<file path="config.mk">
export PLATFORM = sky130hd
export DESIGN_NAME = pdm_vol_gate
export DESIGN_NICKNAME = d
export VERILOG_FILES = /design/src/rtl/pdm_vol_pkg.sv /design/src/rtl/pdm_vol_seq.sv /design/src/rtl/pdm_vol_drive.sv /design/src/rtl/pdm_vol_gate.sv
export SDC_FILE = /design/constraint.sdc
export NUM_CORES = 1
export LEC_CHECK = 0
export BUFFER_PORTS_ARGS = -buffer_cell sky130_fd_sc_hd__buf_2
export CORE_MARGIN = 3
export CORE_UTILIZATION = 45
export CTS_CLUSTER_SIZE = 40
export DETAILED_ROUTE_END_ITERATION = 8
export GPL_ROUTABILITY_DRIVEN = 0
export GPL_TIMING_DRIVEN = 0
export MAX_ROUTING_LAYER = met4
export PLACE_DENSITY = 0.71
export REMOVE_ABC_BUFFERS = 1
export SLEW_MARGIN = 20
export SYNTH_ARGS = -nofsm -noshare
export SYNTH_HDL_FRONTEND = slang
export SYNTH_SLANG_ARGS = --single-unit
</file>
<file path="constraint.sdc">
create_clock -name clk_i -period 3.3 [get_ports clk_i]
set_input_delay 0.66 -clock clk_i [delete_from_list [all_inputs] [get_ports clk_i]]
set_output_delay 0.66 -clock clk_i [all_outputs]
set_load 0.02 [all_outputs]
</file>
<file path="src/rtl/pdm_vol_pkg.sv">
package pdm_vol_pkg;
  typedef enum logic {
    MODE_LIN   = 1'b0,
    MODE_RECIP = 1'b1
  } pdm_mode_e;
endpackage

</file>
<file path="src/rtl/pdm_vol_seq.sv">
// Per-pin counter with gain/mode shadow loaded on wrap
module pdm_vol_seq
  import pdm_vol_pkg::*;
#(
  parameter int unsigned CNT_W = 4
) (
  input  logic             clk_i,
  input  logic             rst_ni,
  input  logic             tick_i,
  input  logic [CNT_W-1:0] gain_i,
  input  logic             mode_i,
  output logic [CNT_W-1:0] cnt_o,
  output logic [CNT_W-1:0] gain_q_o,
  output logic             mode_q_o
);
  logic [CNT_W-1:0] cnt_q, gain_q, last;
  logic             mode_q, wrap;

  always_comb begin
    if (pdm_mode_e'(mode_q) == MODE_RECIP && gain_q != '0) last = gain_q - 1'b1;
    else                                                   last = '1;
  end

  assign wrap = tick_i && (cnt_q == last);

  always_ff @(posedge clk_i or negedge rst_ni) begin
    if (!rst_ni) begin
      cnt_q  <= '0;
      gain_q <= '0;
      mode_q <= 1'b0;
    end else if (tick_i) begin
      cnt_q <= wrap ? '0 : cnt_q + 1'b1;
      if (wrap) begin
        gain_q <= gain_i;
        mode_q <= mode_i;
      end
    end
  end

  assign cnt_o    = cnt_q;
  assign gain_q_o = gain_q;
  assign mode_q_o = mode_q;
endmodule

</file>
<file path="src/rtl/pdm_vol_drive.sv">
// Density decode and registered pin drive
module pdm_vol_drive
  import pdm_vol_pkg::*;
#(
  parameter int unsigned CNT_W = 4
) (
  input  logic             clk_i,
  input  logic             rst_ni,
  input  logic             square_i,
  input  logic [CNT_W-1:0] cnt_i,
  input  logic [CNT_W-1:0] gain_i,
  input  logic             mode_i,
  output logic             pin_o
);
  logic on, pin_q;

  always_comb begin
    unique case (pdm_mode_e'(mode_i))
      MODE_RECIP: on = (gain_i != '0) && (cnt_i == '0);
      default:    on = cnt_i < gain_i;
    endcase
  end

  always_ff @(posedge clk_i or negedge rst_ni) begin
    if (!rst_ni) pin_q <= 1'b0;
    else         pin_q <= square_i & on;
  end

  assign pin_o = pin_q;
endmodule

</file>
<file path="src/rtl/pdm_vol_gate.sv">
module pdm_vol_gate #(
  parameter int unsigned NUM_PINS = 4,
  parameter int unsigned CNT_W    = 4,
  localparam int unsigned GAIN_W  = NUM_PINS * CNT_W
) (
  input  logic                clk_i,
  input  logic                rst_ni,
  input  logic                tick_i,
  input  logic                square_i,
  input  logic [GAIN_W-1:0]   gain_i,
  input  logic                mode_i,
  output logic [NUM_PINS-1:0] pin_o
);
  logic [GAIN_W-1:0]   gain_q_all;
  logic [NUM_PINS-1:0] mode_q_all;

  for (genvar k = 0; k < NUM_PINS; k++) begin : g_pin
    logic [CNT_W-1:0] cnt;

    pdm_vol_seq #(.CNT_W(CNT_W)) u_seq (
      .clk_i    (clk_i),
      .rst_ni   (rst_ni),
      .tick_i   (tick_i),
      .gain_i   (gain_i[k*CNT_W +: CNT_W]),
      .mode_i   (mode_i),
      .cnt_o    (cnt),
      .gain_q_o (gain_q_all[k*CNT_W +: CNT_W]),
      .mode_q_o (mode_q_all[k])
    );

    pdm_vol_drive #(.CNT_W(CNT_W)) u_drive (
      .clk_i    (clk_i),
      .rst_ni   (rst_ni),
      .square_i (square_i),
      .cnt_i    (cnt),
      .gain_i   (gain_q_all[k*CNT_W +: CNT_W]),
      .mode_i   (mode_q_all[k]),
      .pin_o    (pin_o[k])
    );
  end
endmodule

</file>
==> impl_metrics.ini <==
[clock_tree]
clk_transition_reported_paths_ns = 0.08
cts_made_buffers = 5
total_of_hold_buffers_inserted_after_clock_tree_synthesis = 0
cts-root-buf = clkbuf_8
post_cts.repair.setup_buffers = 0
tritoncts_clock_tree = built
worstSkewPairLatency_ns = 0.29
max_root_sink_buffers = 2
cts_htree_levels = 2
ctsResizeCount = 0
clock-sinks = 40

[floorplanning]
chipWidth_um = 83.2
initial_utilization_pct = 47.5
ios = 25
core-area_sq_um = 5640
design.die.area_sq_um = 6920
placementRows = 27
floorplan.die.height_um = 83.2

[synth]
yosys.cell_count.top_type = dfrtp_1
postSynthAreaPerCell_sq_um = 10.2
yosys.area.top_type_share_pct = 37.3
synth_ff_type = dfrtp_1
post_synth_fa_ha_maj_area_fraction_pct = 11.2
simple_gate_area_share_of_the_yosys_netlist_pct = 16.8
synth-warning-count = 0
yosysTopAreaCell = dfrtp_1
fraction_of_the_mapped_netlist_area_in_compound_gates_pct = 13.9
synth_seq_cells = 40
sequential_to_total_area_share_from_yosys_stat_pct = 37.3
post_synth_instance_area_sq_um = 2680
yosysUniqueCellTypes = 42
yosys-mux-area-fraction_pct = 11.0
synth_xor_xnor_area_share_pct = 4.58
synth_edf_count = 0
synth.top_cells.by_area = dfrtp_1, ha_1, mux2_2
synth_top_family_by_area = simple AND/OR/NAND/NOR gates
netlist_top_cells_count = dfrtp_1, inv_1, ha_1, mux2_2, nand2_1
synthArstFlopShare_pct = 100
syn_inst = 263

[critical_path]
critPathSlowestCell = dfrtp_1
crit_path_buf_inv_count = 1
timing.reg2reg.setup_slack_ns = 0.84
timing.critical_path.from_type = register
worst_r2r_startpoint = g_pin[3].u_seq.gain_q_o[0]
cpLargestDelayFamily = compound AO/OA/AOI/OAI gates
worst-path-max-fanout = 9
critical_path.endpoint_type = register
required_time_of_the_critical_path_ns = 3.48
critPathKind = register to register
r2r_end = g_pin[3].u_seq.gain_q_o[3]
critical_path.cell_chain = inv_1 -> ha_1 -> or3b_1 -> a31oi_1 -> o22ai_1 -> a211oi_4 -> mux2_2
r2r.worst_path.cells = 7
critPathMaxStageDelay_ns = 0.46
arrival_ns = 2.64

[final_layout]
post-route-cell-area_sq_um = 2920
drive_above_1_share_pct = 21.0
finish.net_count = 331
num_antenna_cells = 0
area.growth.synth_to_final_pct = 9.06

[sta]
post-route-min-period_ns = 2.46
timing.final.setup_violations = 0
worst_slew_margin_rel_pct = 39.4
max_freq_ghz = 0.406
max_slew.worst_pin.slew_ns = 0.910
setup_tns_ns = 0
rsz0062_at_grt = false
final_min_period_over_clock_period_pct = 74.6
finClkSkew_ns = 0.00585
slew_violations = 0
finalHoldViolCount = 0

[grt]
all_layer_global_routing_usage_pct = 14.7
grt_start_max_net_pins = 41
first_global_vias = 1819
grt_remaining_overflow = 0
antenna_found_initial = 0
grt_pass1_wl_mm = 8.25

[drt]
post_drt_via_cell_ratio = 5.43
routed_wire_length_mm = 4.79
ant_nets = 0
detailedRoute.firstPassIterationCount = 4
drc = 0
routedWlPerCell_um = 13.4
drtIter0Drc = 88
detailroute.via_count = 1945

[pwr]
internal_power_contribution_uw = 1520
power.density_cell_area_nw_per_um2 = 887
switchingPower_uw = 1070
vdd.ir_drop.worst_uv = 386
power_frac_seq_pct = 39.0
share_comb_of_total_power_pct = 48.9
p_sw_share_pct = 41.4
share_clk_of_total_power_pct = 12.1
static-leakage-power_uw = 0.00134

[placement]
port-buffer-count = 24
placement.cell_area_sq_um = 2850
post-dp-hpwl_mm = 3.45

[status]
outcome = finished, final reports clean

[hold_path]
holdCritPathClass = input pin to async pin

[job]
max_cap_viols = 0
[cell type report]
class                           count  area, sq um
Fill cell                         494         2720
Multi-Input combinational cell    190         1540
Sequential cell                    40         1000
Timing Repair Buffer               24          120
Inverter                           25         93.8
Tap cell                           72         90.1
Clock buffer                        6         72.6
Clock inverter                      1         5.00
[kinds of logic (layout without fill, tap and decap cells)]
| logic type | count (synthesis) | count (layout) |
|---|---|---|
| simple gates | 77 | 77 |
| compound gates | 48 | 48 |
| flops | 40 | 40 |
| buf+inv | 33 | 56 |
| mux | 27 | 27 |
| fa+ha+maj | 24 | 24 |
| xor+xnor | 14 | 14 |
[placed cells by master (no fill, tap or decap), types with 2 or more instances in the layout]
cell type	instances
a21oi_4	2
or4b_4	2
nor3_1	2
xor2_1	5
a31o_2	3
nor2b_1	3
clkbuf_8	5
o21ai_0	9
nand2b_1	9
mux2_2	20
xnor2_1	9
nand2_1	15
a211oi_1	4
nor3b_1	4
nand4_1	5
ha_1	24
and4_1	3
o211ai_1	2
mux2i_1	7
or3_1	4
nand3_1	5
a21oi_1	5
dfrtp_1	40
a21o_1	9
and2_1	4
o21a_1	4
nor4b_1	3
buf_2	24
nor2_1	13
inv_1	25
o22ai_1	4
[metrics by stage]
step	setup slack, ns	hold WS, ns	instances	utilization [%]	power (uW)
finish	0.837	0.501	358	51.8	2590
global route	0.722	0.571	358	51.8	2830
CTS	0.872	0.530	358	51.8	2620
detailed placement	0.767	0.557	351	50.4	2300
global placement	0.778	0.541	351	50.4	2230
floorplan	1.15	0.364	255	-	1990
[power groups by stage]
stage	combinational, uW	clock, uW	sequential (uW)
2_1_floorplan	1040	0	950
5_1_grt	1420	340	1070
6_report	1270	313	1010
3_3_place_gp	1220	0	1010
3_5_place_dp	1280	0	1020
4_1_cts	1290	324	1010
[flip-flops by register name, indices dropped and copies added, names as in the netlist]
| name | flops |
|---|---|
| g_pin.u_seq.cnt_o | 16 |
| g_pin.u_seq.gain_q_o | 16 |
| g_pin.u_drive.pin_o | 4 |
| g_pin.u_seq.mode_q_o | 4 |
[worst max path at each step]
| stage | endpoint | depth (start not counted) | startpoint |
|---|---|---|---|
| finish | g_pin[3].u_seq.gain_q_o[3] | 7 | g_pin[3].u_seq.gain_q_o[0] |
| global route | g_pin[3].u_seq.gain_q_o[3] | 7 | g_pin[3].u_seq.gain_q_o[0] |
| CTS | g_pin[3].u_seq.gain_q_o[3] | 7 | g_pin[3].u_seq.gain_q_o[0] |
| detailed placement | g_pin[2].u_seq.gain_q_o[1] | 5 | tick_i |
| global placement | g_pin[1].u_seq.mode_q_o | 5 | tick_i |
| floorplan | g_pin[3].u_seq.gain_q_o[0] | 7 | g_pin[3].u_seq.gain_q_o[0] |
[metal layers]
layer,global-route usage (%),wire (um),vias up
met5,-,0,-
met4,4.01,54,0
met3,2.98,116,4
met2,23.9,2360,23
met1,18.6,2260,945
li1,-,-,973
Note: power is estimated with default switching activity, not from simulation.
